$ cat config.mk
export PLATFORM = sky130hd
export DESIGN_NAME = thr_irq_ctrl
export DESIGN_NICKNAME = d
export VERILOG_FILES = /design/src/rtl/thr_pkg.sv /design/src/rtl/thr_fault_filter.sv /design/src/rtl/thr_irq_state.sv /design/src/rtl/thr_irq_ctrl.sv
export SDC_FILE = /design/constraint.sdc
export NUM_CORES = 1
export LEC_CHECK = 0
export ABC_CLOCK_PERIOD_IN_PS = 6100
export BUFFER_PORTS_ARGS = -buffer_cell sky130_fd_sc_hd__buf_4
export CAP_MARGIN = 20
export CORE_ASPECT_RATIO = 1.5
export CORE_UTILIZATION = 54
export CTS_CLUSTER_SIZE = 10
export DETAILED_ROUTE_END_ITERATION = 7
export PLACE_DENSITY = 0.95
export SYNTH_ARGS = -nofsm -noshare
export SYNTH_HDL_FRONTEND = slang
export SYNTH_SLANG_ARGS = --single-unit
$ cat constraint.sdc
create_clock -name clk -period 6.1 [get_ports clk]
set_clock_uncertainty 0.2 [all_clocks]
set_input_delay 0 -clock clk [delete_from_list [all_inputs] [get_ports clk]]
set_output_delay 0 -clock clk [all_outputs]
set_load 0.02 [all_outputs]
$ cat src/rtl/thr_pkg.sv
package thr_pkg;
   localparam logic [1:0] EOC_CODE      = 2'b11;
   localparam logic [1:0] CMP_CODE      = 2'b00;
   localparam logic [1:0] MODE_SHUTDOWN = 2'b00;
   typedef enum logic {CMP_HIGH = 1'b0, CMP_LOW = 1'b1} cmp_dir_e;
endpackage

$ cat src/rtl/thr_fault_filter.sv
module thr_fault_filter
   import thr_pkg::*;
#(
   parameter int       DATA_W = 16,
   parameter int       SEL_W  = 2,
   parameter cmp_dir_e DIR    = CMP_HIGH
) (
   input  logic              clk,
   input  logic              rst_n,
   input  logic              conv_done,
   input  logic [DATA_W-1:0] result,
   input  logic [DATA_W-1:0] limit,
   input  logic [SEL_W-1:0]  fault_sel,
   output logic              hit
);
   localparam int MAXN  = 1 << ((1 << SEL_W) - 1);
   localparam int CNT_W = $clog2(MAXN + 1);

   logic             outside;
   logic [CNT_W-1:0] cnt, cnt_inc;
   logic [CNT_W:0]   need;

   if (DIR == CMP_HIGH) begin : g_above
      assign outside = result > limit;
   end else begin : g_below
      assign outside = result < limit;
   end

   assign cnt_inc = (cnt == CNT_W'(MAXN)) ? cnt : cnt + 1'b1;
   assign need    = (CNT_W + 1)'(1) << fault_sel;
   assign hit     = conv_done & outside & ({1'b0, cnt_inc} >= need);

   always_ff @(posedge clk or negedge rst_n) begin
      if (!rst_n)         cnt <= '0;
      else if (conv_done) cnt <= outside ? cnt_inc : '0;
   end
endmodule

$ cat src/rtl/thr_irq_state.sv
module thr_irq_state
   import thr_pkg::*;
(
   input  logic       clk,
   input  logic       rst_n,
   input  logic       conv_done,
   input  logic       hi_hit,
   input  logic       lo_hit,
   input  logic       eoc_on,
   input  logic       latch_q,
   input  logic       cfg_rd,
   input  logic       cfg_wr,
   input  logic [1:0] cfg_wr_mode,
   input  logic       alert_ack,
   output logic       flag_hi,
   output logic       flag_lo,
   output logic       conv_rdy,
   output logic       int_act
);
   logic fh_n, fl_n, cr_n, act_n, act_base;

   always_comb begin
      // clearing accesses are applied first; the conversion then overrides them
      fh_n = cfg_rd ? 1'b0 : flag_hi;
      fl_n = cfg_rd ? 1'b0 : flag_lo;
      if (latch_q) begin
         if (hi_hit) fh_n = 1'b1;
         if (lo_hit) fl_n = 1'b1;
      end else begin
         if (hi_hit)      begin fh_n = 1'b1; fl_n = 1'b0; end
         else if (lo_hit) begin fl_n = 1'b1; fh_n = 1'b0; end
      end

      cr_n = (cfg_rd || (cfg_wr && cfg_wr_mode != MODE_SHUTDOWN)) ? 1'b0 : conv_rdy;
      if (conv_done) cr_n = 1'b1;

      act_base = (cfg_rd || alert_ack) ? 1'b0 : int_act;
      act_n    = act_base;
      if (conv_done) begin
         if (eoc_on)       act_n = 1'b1;
         else if (latch_q) act_n = act_base | hi_hit | lo_hit;
         else if (hi_hit)  act_n = 1'b1;
         else if (lo_hit)  act_n = 1'b0;
      end
   end

   always_ff @(posedge clk or negedge rst_n) begin
      if (!rst_n) begin
         flag_hi  <= 1'b0;
         flag_lo  <= 1'b0;
         conv_rdy <= 1'b0;
         int_act  <= 1'b0;
      end else begin
         flag_hi  <= fh_n;
         flag_lo  <= fl_n;
         conv_rdy <= cr_n;
         int_act  <= act_n;
      end
   end
endmodule

$ cat src/rtl/thr_irq_ctrl.sv
module thr_irq_ctrl
   import thr_pkg::*;
#(
   parameter int DATA_W = 16,
   parameter int SEL_W  = 2
) (
   input  logic              clk,
   input  logic              rst_n,
   input  logic              conv_done,
   input  logic [DATA_W-1:0] result,
   input  logic [DATA_W-1:0] hi_limit,
   input  logic [DATA_W-1:0] lo_limit,
   input  logic [1:0]        lim_mode,
   input  logic [SEL_W-1:0]  fault_sel,
   input  logic              cfg_rd,
   input  logic              cfg_wr,
   input  logic [1:0]        cfg_wr_mode,
   input  logic              cfg_wr_latch,
   input  logic              cfg_wr_pol,
   input  logic              alert_ack,
   output logic              flag_hi,
   output logic              flag_lo,
   output logic              conv_rdy,
   output logic              irq_pin
);
   if (DATA_W < 2) begin : g_bad_width
      $error("thr_irq_ctrl: DATA_W must be at least 2");
   end
   if (SEL_W < 1 || SEL_W > 3) begin : g_bad_sel
      $error("thr_irq_ctrl: SEL_W must lie in 1..3");
   end

   logic [1:0] hit;
   logic       latch_q, pol_q, hold_q, int_act;
   logic [1:0] mode_prev;
   logic       active;

   for (genvar d = 0; d < 2; d++) begin : g_flt
      thr_fault_filter #(
         .DATA_W (DATA_W),
         .SEL_W  (SEL_W),
         .DIR    (d == 0 ? CMP_HIGH : CMP_LOW)
      ) u_flt (
         .clk       (clk),
         .rst_n     (rst_n),
         .conv_done (conv_done),
         .result    (result),
         .limit     (d == 0 ? hi_limit : lo_limit),
         .fault_sel (fault_sel),
         .hit       (hit[d])
      );
   end

   thr_irq_state u_state (
      .clk         (clk),
      .rst_n       (rst_n),
      .conv_done   (conv_done),
      .hi_hit      (hit[0]),
      .lo_hit      (hit[1]),
      .eoc_on      (lim_mode == EOC_CODE),
      .latch_q     (latch_q),
      .cfg_rd      (cfg_rd),
      .cfg_wr      (cfg_wr),
      .cfg_wr_mode (cfg_wr_mode),
      .alert_ack   (alert_ack),
      .flag_hi     (flag_hi),
      .flag_lo     (flag_lo),
      .conv_rdy    (conv_rdy),
      .int_act     (int_act)
   );

   assign active = int_act | hold_q;

   always_ff @(posedge clk or negedge rst_n) begin
      if (!rst_n) begin
         latch_q   <= 1'b1;
         pol_q     <= 1'b0;
         hold_q    <= 1'b0;
         mode_prev <= CMP_CODE;
      end else begin
         mode_prev <= lim_mode;
         if (cfg_wr) begin
            latch_q <= cfg_wr_latch;
            pol_q   <= cfg_wr_pol;
         end
         if (cfg_wr && !cfg_wr_latch)
            hold_q <= 1'b0;
         else if (mode_prev == EOC_CODE && lim_mode == CMP_CODE && latch_q && active)
            hold_q <= 1'b1;
      end
   end

   assign irq_pin = pol_q ? active : ~active;
endmodule

Word-level counts from Yosys, hierarchy flattened
Cells that the tools add are included.
Widths: inputs -> output; s select.
{ "op_classes": {"n_lt_le_gt_ge": 4, "shifts": 1, "bitwise_logic": 8, "reduce_logical": 12, "n_eq_ne": 4, "mux": 24, "n_addsub": 2} }
{ "op_table": {"columns": ["op", "count"], "rows": [
  ["$mux 1", 20],
  ["$gt 16x16->1", 1],
  ["$lt 16x16->1", 1],
  ["$mux 4", 4],
  ["$ge 4x5->1", 2],
  ["$add 4x1->4 const B", 2],
  ["$eq 4x4->1 const B", 2],
  ["$reduce_bool 2->1", 3],
  ["$logic_and 1x1->1", 5],
  ["$shl 1x2->5 const A", 1],
  ["$and 1x1->1", 4],
  ["$eq 2x2->1 const B", 2],
  ["$or 1x1->1", 3],
  ["$logic_not 2->1", 1],
  ["$logic_or 1x1->1", 2],
  ["$logic_not 1->1", 1],
  ["$not 1->1", 1]
]} }
{ "totals": {"in_bits": 62, "word_cells": 65, "out_inout_bits": 4, "register_bits": 17} }

Depth between registers and ports, before layout
Gate-level depths: netlist (run 1).
{ "logic_depth": {"ltp_word": 9, "depth_mapped": 11, "depth_no_buf": 11} }

By module
From an unflattened synthesis (run 1), not the netlist that was laid out.
{ "hier_totals": {"cells_unflattened": 212, "area_unflattened_um2": 1835.5} }
{ "modules_own_cells": {"columns": ["module", "seq_area_each_um2", "area_per_inst_um2", "cells_per_inst", "instances"], "rows": [
  ["thr_fault_filter at g_flt[0].u_flt", 100.1, 737.0, 91, 1],
  ["thr_fault_filter at g_flt[1].u_flt", 100.1, 723.2, 90, 1],
  ["thr_irq_ctrl", 126.4, 196.4, 14, 1],
  ["thr_irq_state", 100.1, 178.9, 17, 1]
]} }

Worst setup path after synthesis (run 1)
No wires, ideal clock.
{ "synth_path": {"kind": "register to register", "start": "reg g_flt[1].u_flt.cnt[0]", "end": "reg u_state.int_act", "setup_time_ps": 124, "setup_slack_ps": 3602, "n_path_buf": 0, "arrival_time_ps": 2174, "stages_incl_launch_ff": 12, "period_less_slack_ps": 2498, "path_cell_list": "dfrtp_1 -> inv_1 -> ha_1 -> and3_1 -> xnor2_1 -> ha_1 -> nand2b_1 -> a2111oi_0 -> nor3_1 -> nand4_2 -> nor2_1 -> a211o_1"} }
{ "synth_between": {"elab_chain_cells": 9, "elab_cells_between_ends": 11, "classes_between": "1 x add/sub; 1 x order compare; 1 x eq/ne; 6 x mux; 2 x bitwise"} }
{ "synth_rtl": {"columns": ["element", "line", "source"], "rows": [
  ["start: declaration", "thr_fault_filter.sv:20", "logic [CNT_W-1:0] cnt, cnt_inc;"],
  ["start signal: assignment", "thr_fault_filter.sv:35", "else if (conv_done) cnt <= outside ? cnt_inc : '0;"],
  ["$add 4x1->4 / $eq 4x4->1 (equally long branches)", "thr_fault_filter.sv:29", "assign cnt_inc = (cnt == CNT_W'(MAXN)) ? cnt : cnt + 1'b1;"],
  ["$mux 4 *", "thr_fault_filter.sv:29", null],
  ["$ge 4x5->1 *", "thr_fault_filter.sv:31", "assign hit = conv_done & outside & ({1'b0, cnt_inc} >= need);"],
  ["$and 1x1->1 *", "thr_fault_filter.sv:31", null],
  ["$mux 1", "thr_irq_state.sv:43", "else if (lo_hit) act_n = 1'b0;"],
  ["$mux 1", "thr_irq_state.sv:42", "else if (hi_hit) act_n = 1'b1;"],
  ["$mux 1 *", "thr_irq_state.sv:41", "else if (latch_q) act_n = act_base | hi_hit | lo_hit;"],
  ["$mux 1 *", "thr_irq_state.sv:40", "if (eoc_on) act_n = 1'b1;"],
  ["$mux 1 *", "thr_irq_state.sv:39", "if (conv_done) begin"],
  ["named net u_state.act_n", "thr_irq_state.sv:20", "logic fh_n, fl_n, cr_n, act_n, act_base;"],
  ["end signal: assignment", "thr_irq_state.sv:57", "int_act <= act_n;"],
  ["end: declaration", "thr_irq_state.sv:18", "output logic int_act"]
]} }
The timed path passes the listed nets; every way through them passes the cells marked *.
A chain may end at the register's enable or synchronous reset.

Final worst setup path (run 1)
Ends and elaborated chain as after synthesis.

==> parameters.txt, run 1 <==
Parameter                              Value

Cells and area
  Sequential cell area in the final layout ... 427 um2
  Commonest non-fill, non-tap cells in the layout ... 65 x buf_4, 43 x ha_1, 42 x inv_1
  Layout Cell Area excl Fill ... 0.00250 mm2
  Number of nets in the layout ... 397
  Area of the multi-input gates ... 0.00122 mm2
  Most frequent standard cell in the layout excluding fill and tap cells ... buf_4
  Area growth, synth to finish ... 38.1%
  Number of inserted diodes ... 0
  Proportion of layout cells with a drive suffix above 1 ... 27.5%
  Number of fillers in the final layout ... 214

Power
  Power density cells ... 178 mW/mm2
  Peak supply drop ... 0.000133 V
  Total power consumption of the routed design ... 446 uW
  Lkg Pwr ... 0.00133 uW

Worst setup path
  Crit start category ... flop
  CP Class ... flop to flop
  Endpoint kind of the worst setup timing path ... flop
  Startpoint of the lowest-slack register-to-register path ... g_flt[1].u_flt.cnt[0]
  CP Data Arrival Time ... 2.73 ns
  Cell with the largest stage delay on the worst path ... a2111oi_0
  R2R setup slack ... 3.32 ns
  Peak per-stage delay on the critical path ... 0.42 ns
  Path depth of the worst reg2reg path ... 11
  Critical Path Fanout Max ... 4
  Worst EP required ... 6.05 ns
  Critical path's most frequent cell ... ha_1
  Ordered list of cells on the worst path ... inv_1, ha_1, and3_1, xnor2_1, ha_1, nand2b_1, a2111oi_0, nor3_1, nand4_2, nor2_1, a211o_1
  Worst reg2reg endpoint ... u_state.int_act

Timing
  Final critical-path required period ... 2.78 ns
  Number of hold violations in the final report ... 0
  Slew @ Worst Pin ... 0.774 ns
  Final setup violation count ... 0
  Total negative slack for setup checks ... 0 ns
  Final setup slack of the worst path ... 3.32 ns
  Unrepaired setup endpoints after global routing ... no
  Achievable clock frequency ... 360 MHz
  Post-route clock period utilization ... 45.6%
  Slew HR ... 48.2%
  Pins Over Slew Limit ... 0
  Worst Hold Margin ... 0.0312 ns

Routing
  Wirelength per Cell ... 15.3 um
  Remaining design rule violation count ... 0
  Overall routed net length ... 5.07 mm
  Routed vias/inst ... 5.61
  Remaining number of nets flagged by the antenna check after routing ... 0
  Vias ... 1,857
  Initial DRC Count ... 52
  Length of the first detailed-routing pass in iterations ... 4

Floorplan
  Die height ... 72.9 um
  Core region area ... 0.00316 mm2
  Die X-Extent ... 49.3 um
  I/O pin count ... 66
  Area enclosed by the die boundary ... 0.00360 mm2
  Initial standard-cell utilization of the core ... 57.3%
  Std-Cell Rows ... 25

Yosys
  Asr flop ratio synth ... 100%
  Mean area per synthesized cell ... 8.55 um2
  Number of enable flip-flop cells after synthesis ... 0
  Syn_nets ... 317
  Register area share after synthesis ... 23.5%
  Cells taking the most area after synthesis ... ha_1 30%, dfrtp_1 22%, inv_1 8.7%
  Synth Cell Area ... 0.00181 mm2
  Most used DFF post-synth ... dfrtp_1
  Number of distinct library cell variants in the gate-level netlist after synthesis ... 39
  Synthesized instance count ... 212
  Total number of yosys warnings ... 0
  Register bit total from synthesis ... 17
  Cell taking the most area after synthesis ... ha_1
  Post-synth top area share ... 29.7%

CTS
  Clock tree sinks ... 17
  CTS tree ... done
  Maximum clock path buffer count ... 2
  TritonCTS buffer count ... 3
  Cells resized by post-CTS repair ... 0
  Clock-pin slew on the worst setup and hold paths ... 0.07 ns
  CTS HTree Levels ... 1
  Clock latency on the worst-skew pair ... 0.26 ns
  Root buffer cell ... clkbuf_8

Placement
  Total of buffers placed on input and output ports ... 65
  HPWL reported at the end of detailed placement ... 3.85 mm
  Placer congestion estimate ... 0.803
  Worst slack after detailed placement ... 3.38 ns
  DP Area ... 0.00235 mm2

GRT
  Grt ovf ... 0
  Largest net degree at the start of global routing ... 17
  First-pass GRT wire length ... 8.38 mm
  Overall track demand over capacity in global routing ... 30.8%
  Antenna violations before repair ... 0
  Number of global-route vias before repair ... 1,960

Outcome
  Run status ... finished, final reports clean

Run
  MaxCap Viol Count ... 0

Min path
  Kind of path behind the tightest hold check ... primary input to asynchronous set/reset pin
[kinds of logic after synthesis]
family	share of synthesized area, %
XOR/XNOR	2.42
AND/OR/NAND/NOR	16.0
AO/OA/AOI/OAI	18.2
multiplexers	1.24
adder cells (fa/ha/maj)	29.7
flip-flops	23.5
buffers and inverters	8.91
[flip-flops by register name, summed over array words and instances, names as in the netlist]
register,cells
u_state.conv_rdy,1
u_state.flag_hi,1
latch_q,1
mode_prev,2
u_state.flag_lo,1
g_flt.u_flt.cnt,8
u_state.int_act,1
hold_q,1
pol_q,1
[worst max-delay path: cells and delay by family, from the launching register on]
kind | cells | cell delay, ns
simple gates | 5 | 0.66
compound gates | 2 | 0.65
fa+ha+maj | 2 | 0.48
flops | 1 | 0.38
xor+xnor | 1 | 0.19
buf+inv | 1 | 0.10
[power by group]
group / leakage (uW) / switching, uW / internal (uW)
logic: 0.00109 / 110 / 102
clock network: 0.0000255 / 41.9 / 45.5
registers: 0.000217 / 15.0 / 131
total: 0.00133 / 167 / 279
[cell usage after synthesis (2+ instances only)]
| cell | number |
|---|---|
| nand3_1 | 5 |
| ha_1 | 43 |
| nor3_1 | 3 |
| dfrtp_1 | 16 |
| a21oi_1 | 13 |
| and3_1 | 2 |
| nor2b_1 | 2 |
| nand2_1 | 14 |
| a211oi_1 | 2 |
| o21ai_0 | 14 |
| nand4_2 | 2 |
| o21bai_1 | 2 |
| nand2b_1 | 5 |
| nand4_1 | 9 |
| nor2_1 | 8 |
| inv_1 | 42 |
| xnor2_1 | 4 |
| o211ai_1 | 2 |
| a31oi_1 | 2 |
| mux2_2 | 2 |
| o22ai_1 | 2 |
[worst max path at each step]
stage | from | to | cells after the start
after floorplan | g_flt[1].u_flt.cnt[0] | u_state.int_act | 11
after global placement | g_flt[1].u_flt.cnt[0] | u_state.int_act | 11
after detailed placement | g_flt[1].u_flt.cnt[0] | u_state.int_act | 11
after CTS | g_flt[1].u_flt.cnt[0] | u_state.int_act | 11
after global routing | g_flt[0].u_flt.cnt[0] | u_state.int_act | 11
final | g_flt[1].u_flt.cnt[0] | u_state.int_act | 11
[per-layer routing]
layer  part of all wire (%)  up-vias  global-route usage (%)
met5                      0        -                       0
met3                    4.8       20                    4.58
met4                    3.8        0                    14.7
li1                       -      906                       -
met1                     35      850                    29.2
met2                     56       81                    62.3
[stage by stage]
stage / instances / utilization (%)
final: 331 / 79.2
after global routing: 331 / 79.2
after CTS: 331 / 79.2
after detailed placement: 316 / 74.3
after global placement: 316 / 74.3
after floorplan: 212 / -
[area by class of cell]
type | count | area share, %
clock buffers | 3 | 1.65
flip-flops and latches | 17 | 17.0
inverters | 42 | 6.30
clock inverters | 1 | 0.200
repair buffers | 76 | 23.9
well taps | 40 | 2.00
multi-input cells | 152 | 48.9
[repair_timing]
action | 4_1_cts | 5_1_grt
hold buffers | 11 | 0
setup buffers | 0 | 0
endpoints found under the setup margin | 0 | 0
hold endpoints to repair | 34 | 0
Power figures use the tool's default switching activity.
==> inputs of run 2 (changes only) <==
ABC_CLOCK_PERIOD_IN_PS = 2300   (was 6100)
CORE_UTILIZATION = 45   (was 54)
PLACE_DENSITY = 0.88   (was 0.95)
clock period = 2.3 ns   (was 6.1 ns; I/O delays follow)
==> parameters.txt, run 2 (synthesis gave the netlist of run 1 again) <==
Parameter                              Value

Timing
  Achievable clock frequency ... 406 MHz (was 360 MHz)
  Post-route clock period utilization ... 107% (was 45.6%)
  Final critical-path required period ... 2.46 ns (was 2.78 ns)
  Unrepaired setup endpoints after global routing ... yes (was no)
  Final setup slack of the worst path ... -0.163 ns (was 3.32 ns)
  Slew @ Worst Pin ... 0.766 ns (was 0.774 ns)
  Pins Over Slew Limit ... 0 (unchanged)
  Number of hold violations in the final report ... 0 (unchanged)
  Final setup violation count ... 3 (was 0)
  Slew HR ... 48.8% (was 48.2%)

Min path
  Count of cells along the worst hold path ... 4
  Kind of path behind the tightest hold check ... primary input to flop (was primary input to asynchronous set/reset pin)

Routing
  Total met2 wirelength after detailed routing ... 2.80 mm (was 2.85 mm)
  Length of the first detailed-routing pass in iterations ... 4 (unchanged)
  Routed vias/inst ... 5.36 (was 5.61)
  Met1 Wirelength ... 1.83 mm (was 1.78 mm)
  Amount of wire on met3 after detailed routing ... 159 um (was 244 um)
  Initial DRC Count ... 28 (was 52)
  Vias ... 1,854 (was 1,857)
  Top Metal Used ... met4 (unchanged)
  Overall routed net length ... 4.93 mm (was 5.07 mm)
  Wirelength per Cell ... 14.2 um (was 15.3 um)
  Remaining design rule violation count ... 0 (unchanged)
  Remaining number of nets flagged by the antenna check after routing ... 0 (unchanged)

Power
  Peak supply drop ... 0.000624 V (was 0.000133 V)
  P_sw ... 491 uW (was 167 uW)
  Lkg Pwr ... 0.00141 uW (was 0.00133 uW)
  Power share of the sequential group ... 28.1% (was 32.8%)
  Share of power burned in combinational logic ... 55.2% (was 47.6%)
  Clock network fraction of design power ... 16.7% (was 19.6%)
  Switch share ... 35.8% (was 37.4%)
  Total power consumption of the routed design ... 1370 uW (was 446 uW)
  Internal Dissipation ... 879 uW (was 279 uW)
  Power density cells ... 506 mW/mm2 (was 178 mW/mm2)

Worst setup path
  CP Data Arrival Time ... 2.40 ns (was 2.73 ns)
  Ordered list of cells on the worst path ... inv_2, ha_4, and3_4, xnor2_4, ha_1, nand2b_4, a2111oi_4, nor3_2, nand4_2, nor2_1, a211o_1 (was inv_1, ha_1, and3_1, xnor2_1, ha_1, nand2b_1, a2111oi_0, nor3_1, nand4_2, nor2_1, a211o_1)
  CP bufs+invs ... 1 (unchanged)
  Peak per-stage delay on the critical path ... 0.39 ns (was 0.42 ns)
  CP Class ... flop to flop (unchanged)
  Path depth of the worst reg2reg path ... 11 (unchanged)
  Critical Path Fanout Max ... 3 (was 4)
  Worst EP required ... 2.24 ns (was 6.05 ns)
  Instance count on the critical path ... 11 (unchanged)
  Cell with the largest stage delay on the worst path ... dfrtp_1 (was a2111oi_0)
  Crit start category ... flop (unchanged)
  Critical path's top delay family ... compound AO/OA/AOI/OAI gates (was simple AND/OR/NAND/NOR gates)
  Endpoint kind of the worst setup timing path ... flop (unchanged)

GRT
  Overall track demand over capacity in global routing ... 27.5% (was 30.8%)
  Number of global-route vias before repair ... 2,052 (was 1,960)
  First-pass GRT wire length ... 8.71 mm (was 8.38 mm)
  Antenna violations before repair ... 0 (unchanged)
  Grt ovf ... 0 (unchanged)
  Largest net degree at the start of global routing ... 17 (unchanged)

Cells and area
  Proportion of layout cells with a drive suffix above 1 ... 35.3% (was 27.5%)
  Registers with the most flip-flops ... g_flt.u_flt.cnt (8), mode_prev (2) (unchanged)
  Area growth, synth to finish ... 49.4% (was 38.1%)
  Number of inserted diodes ... 0 (unchanged)
  Number of nets in the layout ... 409 (was 397)
  Final instance count without filler cells ... 346 (was 331)
  Commonest non-fill, non-tap cells in the layout ... 76 x buf_4, 40 x ha_1, 38 x inv_1 (was 65 x buf_4, 43 x ha_1, 42 x inv_1)
  Max reg flops ... 8 (unchanged)
  Top reg by flops ... g_flt.u_flt.cnt (unchanged)
  Most frequent standard cell in the layout excluding fill and tap cells ... buf_4 (unchanged)

Floorplan
  Initial standard-cell utilization of the core ... 48.3% (was 57.3%)
  I/O pin count ... 66 (unchanged)
  Area enclosed by the die boundary ... 0.00429 mm2 (was 0.00360 mm2)
  Core region area ... 0.00375 mm2 (was 0.00316 mm2)
  Die X-Extent ... 53.8 um (was 49.3 um)
  Std-Cell Rows ... 27 (was 25)
  Die height ... 79.7 um (was 72.9 um)

Run
  MaxCap Viol Count ... 0 (unchanged)

CTS
  TritonCTS buffer count ... 3 (unchanged)
  Root buffer cell ... clkbuf_8 (unchanged)
  Clock tree sinks ... 17 (unchanged)
  Clock-pin slew on the worst setup and hold paths ... 0.07 ns (about the same)
  Maximum clock path buffer count ... 2 (unchanged)
  Clock latency on the worst-skew pair ... 0.26 ns (about the same)
  CTS tree ... done (unchanged)
  CTS HTree Levels ... 1 (unchanged)

Placement
  Total of buffers placed on input and output ports ... 65 (unchanged)
  Number of placed cells counting well taps ... 327 (was 316)
  HPWL reported at the end of detailed placement ... 3.78 mm (was 3.85 mm)
  Placer congestion estimate ... 0.824 (was 0.803)

Outcome
  Failing checks ... setup timing
  Run status ... finished, violations left (was finished, final reports clean)
[run 2: cell types whose count changed in the layout (fill, tap and decap cells not counted), moves of 2 or more]
cell / before / now
ha_1: 43 / 40
inv_2: 0 / 4
o21ai_1: 0 / 2
o21ai_0: 14 / 12
ha_4: 0 / 2
buf_4: 65 / 76
inv_1: 42 / 38
[run 2: final cells by class]
type	instances	area (um2)
Clock buffer	3	41.3
Inverter	42	158
Multi-Input combinational cell	152	1330
Tap cell	43	53.8
Timing Repair Buffer	88	691
Sequential cell	17	427
Fill cell	275	1040
Clock inverter	1	5.00
[run 2: worst register-to-register path: cells and delay by family (launching register included)]
kind | cells | cell delay, ns
flip-flops | 1 | 0.39
buffers and inverters | 1 | 0.08
AO/OA/AOI/OAI | 2 | 0.58
adder cells (fa/ha/maj) | 2 | 0.38
XOR/XNOR | 1 | 0.13
AND/OR/NAND/NOR | 5 | 0.57
[run 2: layer usage]
| metal | up-vias | global-route usage (%) |
|---|---|---|
| met1 | 856 | 27.7 |
| li1 | 928 | - |
| met3 | 13 | 6.48 |
| met2 | 57 | 50.0 |
| met5 | - | 0 |
| met4 | 0 | 12.6 |
[run 2: what timing repair did]
item / in CTS / in global routing
setup endpoints to repair: 3 / 4
gates resized for setup: 5 / 6
pin swaps: 5 / 9
endpoints found under the hold margin: 34 / 0
buffers inserted: 1 / 2
hold buffers: 12 / 0
[run 2: worst paths after layout]
kind / start / end / slack [ns]
max: g_flt[1].u_flt.cnt[1] / u_state.int_act / -0.16
min: alert_ack / u_state.int_act / 0.008
max reg2reg: g_flt[1].u_flt.cnt[1] / u_state.int_act / -0.16
min reg2reg: u_state.conv_rdy / u_state.conv_rdy / 0.32
max in group asynchronous: rst_n / u_state.int_act / 0.70
min in group asynchronous: rst_n / latch_q / 0.03
[run 2: per-stage QoR]
stage	area, um2	utilization, %	worst slack, ns	TNS (ns)	hold slack [ns]
after global placement	2460	65.6	-0.0639	-0.0639	-0.327
after floorplan	1860	-	-0.0280	-0.0280	-0.496
after CTS	2660	71.0	-0.134	-0.179	0.0135
final	2710	72.2	-0.163	-0.319	0.00794
after global routing	2710	72.2	-0.237	-0.582	0.0156
after detailed placement	2460	65.6	-0.149	-0.277	-0.324
[run 2: power groups by stage]
stage / combinational (uW) / sequential, uW / clock [uW]
6_report: 756 / 385 / 229
2_1_floorplan: 357 / 400 / 0
4_1_cts: 716 / 383 / 231
3_3_place_gp: 606 / 385 / 0
5_1_grt: 846 / 390 / 247
3_5_place_dp: 636 / 389 / 0
==> inputs of run 3 (changes only) <==
CORE_ASPECT_RATIO = default   (was 1.5)
CORE_UTILIZATION = 47   (was 45)
CTS_BUF_LIST = sky130_fd_sc_hd__clkbuf_8   (was default)
PLACE_DENSITY = 0.9   (was 0.88)
==> parameters.txt, run 3 (synthesis gave the netlist of run 1 again) <==
Parameter                              Value

Outcome
  Run status ... finished, violations left (unchanged)
  Failing checks ... setup timing (unchanged)

Placement
  Number of placed cells counting well taps ... 333 (was 327)
  Worst slack after detailed placement ... -0.147 ns (was -0.149 ns)
  Placer congestion estimate ... 0.919 (was 0.824)
  Total of buffers placed on input and output ports ... 65 (unchanged)
  DP Area ... 0.00247 mm2 (was 0.00246 mm2)
  HPWL reported at the end of detailed placement ... 3.82 mm (was 3.78 mm)

Cells and area
  Registers with the most flip-flops ... g_flt.u_flt.cnt (8), mode_prev (2) (unchanged)
  Area growth, synth to finish ... 51.2% (was 49.4%)
  Number of inserted diodes ... 0 (unchanged)
  Most frequent standard cell in the layout excluding fill and tap cells ... buf_4 (unchanged)
  Max reg flops ... 8 (unchanged)
  Commonest non-fill, non-tap cells in the layout ... 77 x buf_4, 41 x ha_1, 39 x inv_1 (was 76 x buf_4, 40 x ha_1, 38 x inv_1)
  Final instance count without filler cells ... 353 (was 346)
  Top reg by flops ... g_flt.u_flt.cnt (unchanged)
  Core Util, Final ... 74.3% (was 72.2%)
  Layout Cell Area excl Fill ... 0.00274 mm2 (was 0.00271 mm2)
  Proportion of layout cells with a drive suffix above 1 ... 36.1% (was 35.3%)
  Number of nets in the layout ... 411 (was 409)

Routing
  Routed vias/inst ... 5.69 (was 5.36)
  Overall routed net length ... 5.66 mm (was 4.93 mm)
  Length of the first detailed-routing pass in iterations ... 4 (unchanged)
  Initial DRC Count ... 91 (was 28)
  Wirelength per Cell ... 16.0 um (was 14.2 um)
  Remaining design rule violation count ... 0 (unchanged)
  Remaining number of nets flagged by the antenna check after routing ... 0 (unchanged)
  Vias ... 2,008 (was 1,854)

CTS
  Clock-pin slew on the worst setup and hold paths ... 0.07 ns (about the same)
  CTS HTree Levels ... 1 (unchanged)
  Clock latency on the worst-skew pair ... 0.25 ns (was 0.26 ns)
  Clock tree sinks ... 17 (unchanged)
  CTS tree ... done (unchanged)
  Maximum clock path buffer count ... 2 (unchanged)
  Root buffer cell ... clkbuf_8 (unchanged)
  TritonCTS buffer count ... 3 (unchanged)

Power
  P_sw ... 542 uW (was 491 uW)
  Share of power burned in combinational logic ... 57.6% (was 55.2%)
  Peak supply drop ... 0.000431 V (was 0.000624 V)
  Lkg Pwr ... 0.00145 uW (was 0.00141 uW)
  Internal Dissipation ... 903 uW (was 879 uW)
  Switch share ... 37.5% (was 35.8%)
  Total power consumption of the routed design ... 1440 uW (was 1370 uW)
  Clock network fraction of design power ... 15.5% (was 16.7%)
  Power density cells ... 527 mW/mm2 (was 506 mW/mm2)
  Power share of the sequential group ... 26.9% (was 28.1%)

Worst setup path
  CP Class ... flop to flop (unchanged)
  Path depth of the worst reg2reg path ... 12 (was 11)
  CP Data Arrival Time ... 2.48 ns (was 2.40 ns)
  Critical Path Fanout Max ... 3 (unchanged)
  Worst EP required ... 2.23 ns (was 2.24 ns)
  Crit start category ... flop (unchanged)
  R2R setup slack ... -0.25 ns (was -0.16 ns)
  Worst reg2reg endpoint ... u_state.flag_hi (was u_state.int_act)
  Endpoint kind of the worst setup timing path ... flop (unchanged)
  Startpoint of the lowest-slack register-to-register path ... g_flt[1].u_flt.cnt[0] (was g_flt[1].u_flt.cnt[1])

GRT
  Met3 layer usage reported by global route ... 7.68% (was 6.48%)
  Grt ovf ... 0 (unchanged)
  Number of global-route vias before repair ... 2,102 (was 2,052)
  Met1 layer usage reported by global route ... 30.5% (was 27.7%)
  First-pass GRT wire length ... 9.03 mm (was 8.71 mm)
  Antenna violations before repair ... 0 (unchanged)
  Overall track demand over capacity in global routing ... 28.1% (was 27.5%)
  Largest net degree at the start of global routing ... 17 (unchanged)
  Grt peak-use layer ... met2 (unchanged)
  Met2 routing resource usage after global routing ... 49.2% (was 50.0%)

Floorplan
  Initial standard-cell utilization of the core ... 49.1% (was 48.3%)
  Die height ... 64.1 um (was 79.7 um)
  Die X-Extent ... 64.1 um (was 53.8 um)
  Core region area ... 0.00369 mm2 (was 0.00375 mm2)
  Area enclosed by the die boundary ... 0.00411 mm2 (was 0.00429 mm2)
  Std-Cell Rows ... 22 (was 27)
  I/O pin count ... 66 (unchanged)

Timing
  Unrepaired setup endpoints after global routing ... yes (unchanged)
  Final setup slack of the worst path ... -0.247 ns (was -0.163 ns)
  Slew HR ... 50.5% (was 48.8%)
  Slew @ Worst Pin ... 0.741 ns (was 0.766 ns)
  Final setup violation count ... 3 (unchanged)
  Final critical-path required period ... 2.55 ns (was 2.46 ns)
  Achievable clock frequency ... 393 MHz (was 406 MHz)
  Pins Over Slew Limit ... 0 (unchanged)
  Number of hold violations in the final report ... 0 (unchanged)
  Post-route clock period utilization ... 111% (was 107%)

Run
  MaxCap Viol Count ... 0 (unchanged)

Min path
  Kind of path behind the tightest hold check ... primary input to asynchronous set/reset pin (was primary input to flop)
-- run 3: changes by cell type in the layout (fill, tap and decap cells not counted), sizes merged --
cell,delta
inv,+1
clkinv,-1
buf,+2
-- run 3: repair_timing --
action	in CTS	in global routing
cloned	0	0
pin swaps	12	6
hold endpoints to repair	34	0
gates resized for setup	9	5
setup buffers	3	1
hold buffers	12	0
endpoints found under the setup margin	3	3
-- run 3: worst max-delay path, cell delays in order, from the launching register on --
cell and delay, ns:
dfrtp_1 0.38, inv_2 0.07, ha_4 0.16, and3_4 0.15, xnor2_2 0.14, ha_1 0.28
nand2b_4 0.12, a2111oi_4 0.06, nor3_2 0.22, nand4_2 0.15, buf_6 0.16, o211ai_1 0.23
nand2_1 0.11
-- run 3: metrics by stage --
step / hold slack, ns / setup TNS [ns]
after global placement: -0.329 / -0.0540
final: 0.0567 / -0.485
after detailed placement: -0.328 / -0.257
after floorplan: -0.496 / -0.0280
after global routing: 0.0691 / -0.731
after CTS: 0.0414 / -0.227
-- run 3: power groups by stage --
stage | logic (uW) | clock network, uW | registers [uW]
after floorplan | 357 | 0 | 400
after global placement | 615 | 0 | 383
after detailed placement | 651 | 0 | 385
after CTS | 754 | 219 | 382
after global routing | 899 | 233 | 392
final | 832 | 224 | 389
-- run 3: area by class of cell --
cell class | count | area [um2]
Inverter | 42 | 158
Clock buffer | 3 | 41.3
Clock inverter | 1 | 3.75
Timing Repair Buffer | 90 | 709
Multi-Input combinational cell | 152 | 1340
Sequential cell | 17 | 427
Tap cell | 48 | 60.1
Fill cell | 250 | 948
-- run 3: worst max path at each step --
stage,startpoint,endpoint
after global placement,g_flt[0].u_flt.cnt[1],u_state.int_act
after floorplan,g_flt[1].u_flt.cnt[0],u_state.int_act
after detailed placement,g_flt[1].u_flt.cnt[1],u_state.int_act
after global routing,g_flt[1].u_flt.cnt[1],u_state.int_act
after CTS,g_flt[1].u_flt.cnt[1],u_state.flag_hi
final,g_flt[1].u_flt.cnt[0],u_state.flag_hi
-- run 3: per-layer routing --
| layer | up-vias | wire, um |
|---|---|---|
| met4 | 0 | 272 |
| met1 | 908 | 2090 |
| met5 | - | 0 |
| met2 | 129 | 2810 |
| li1 | 933 | - |
| met3 | 38 | 487 |
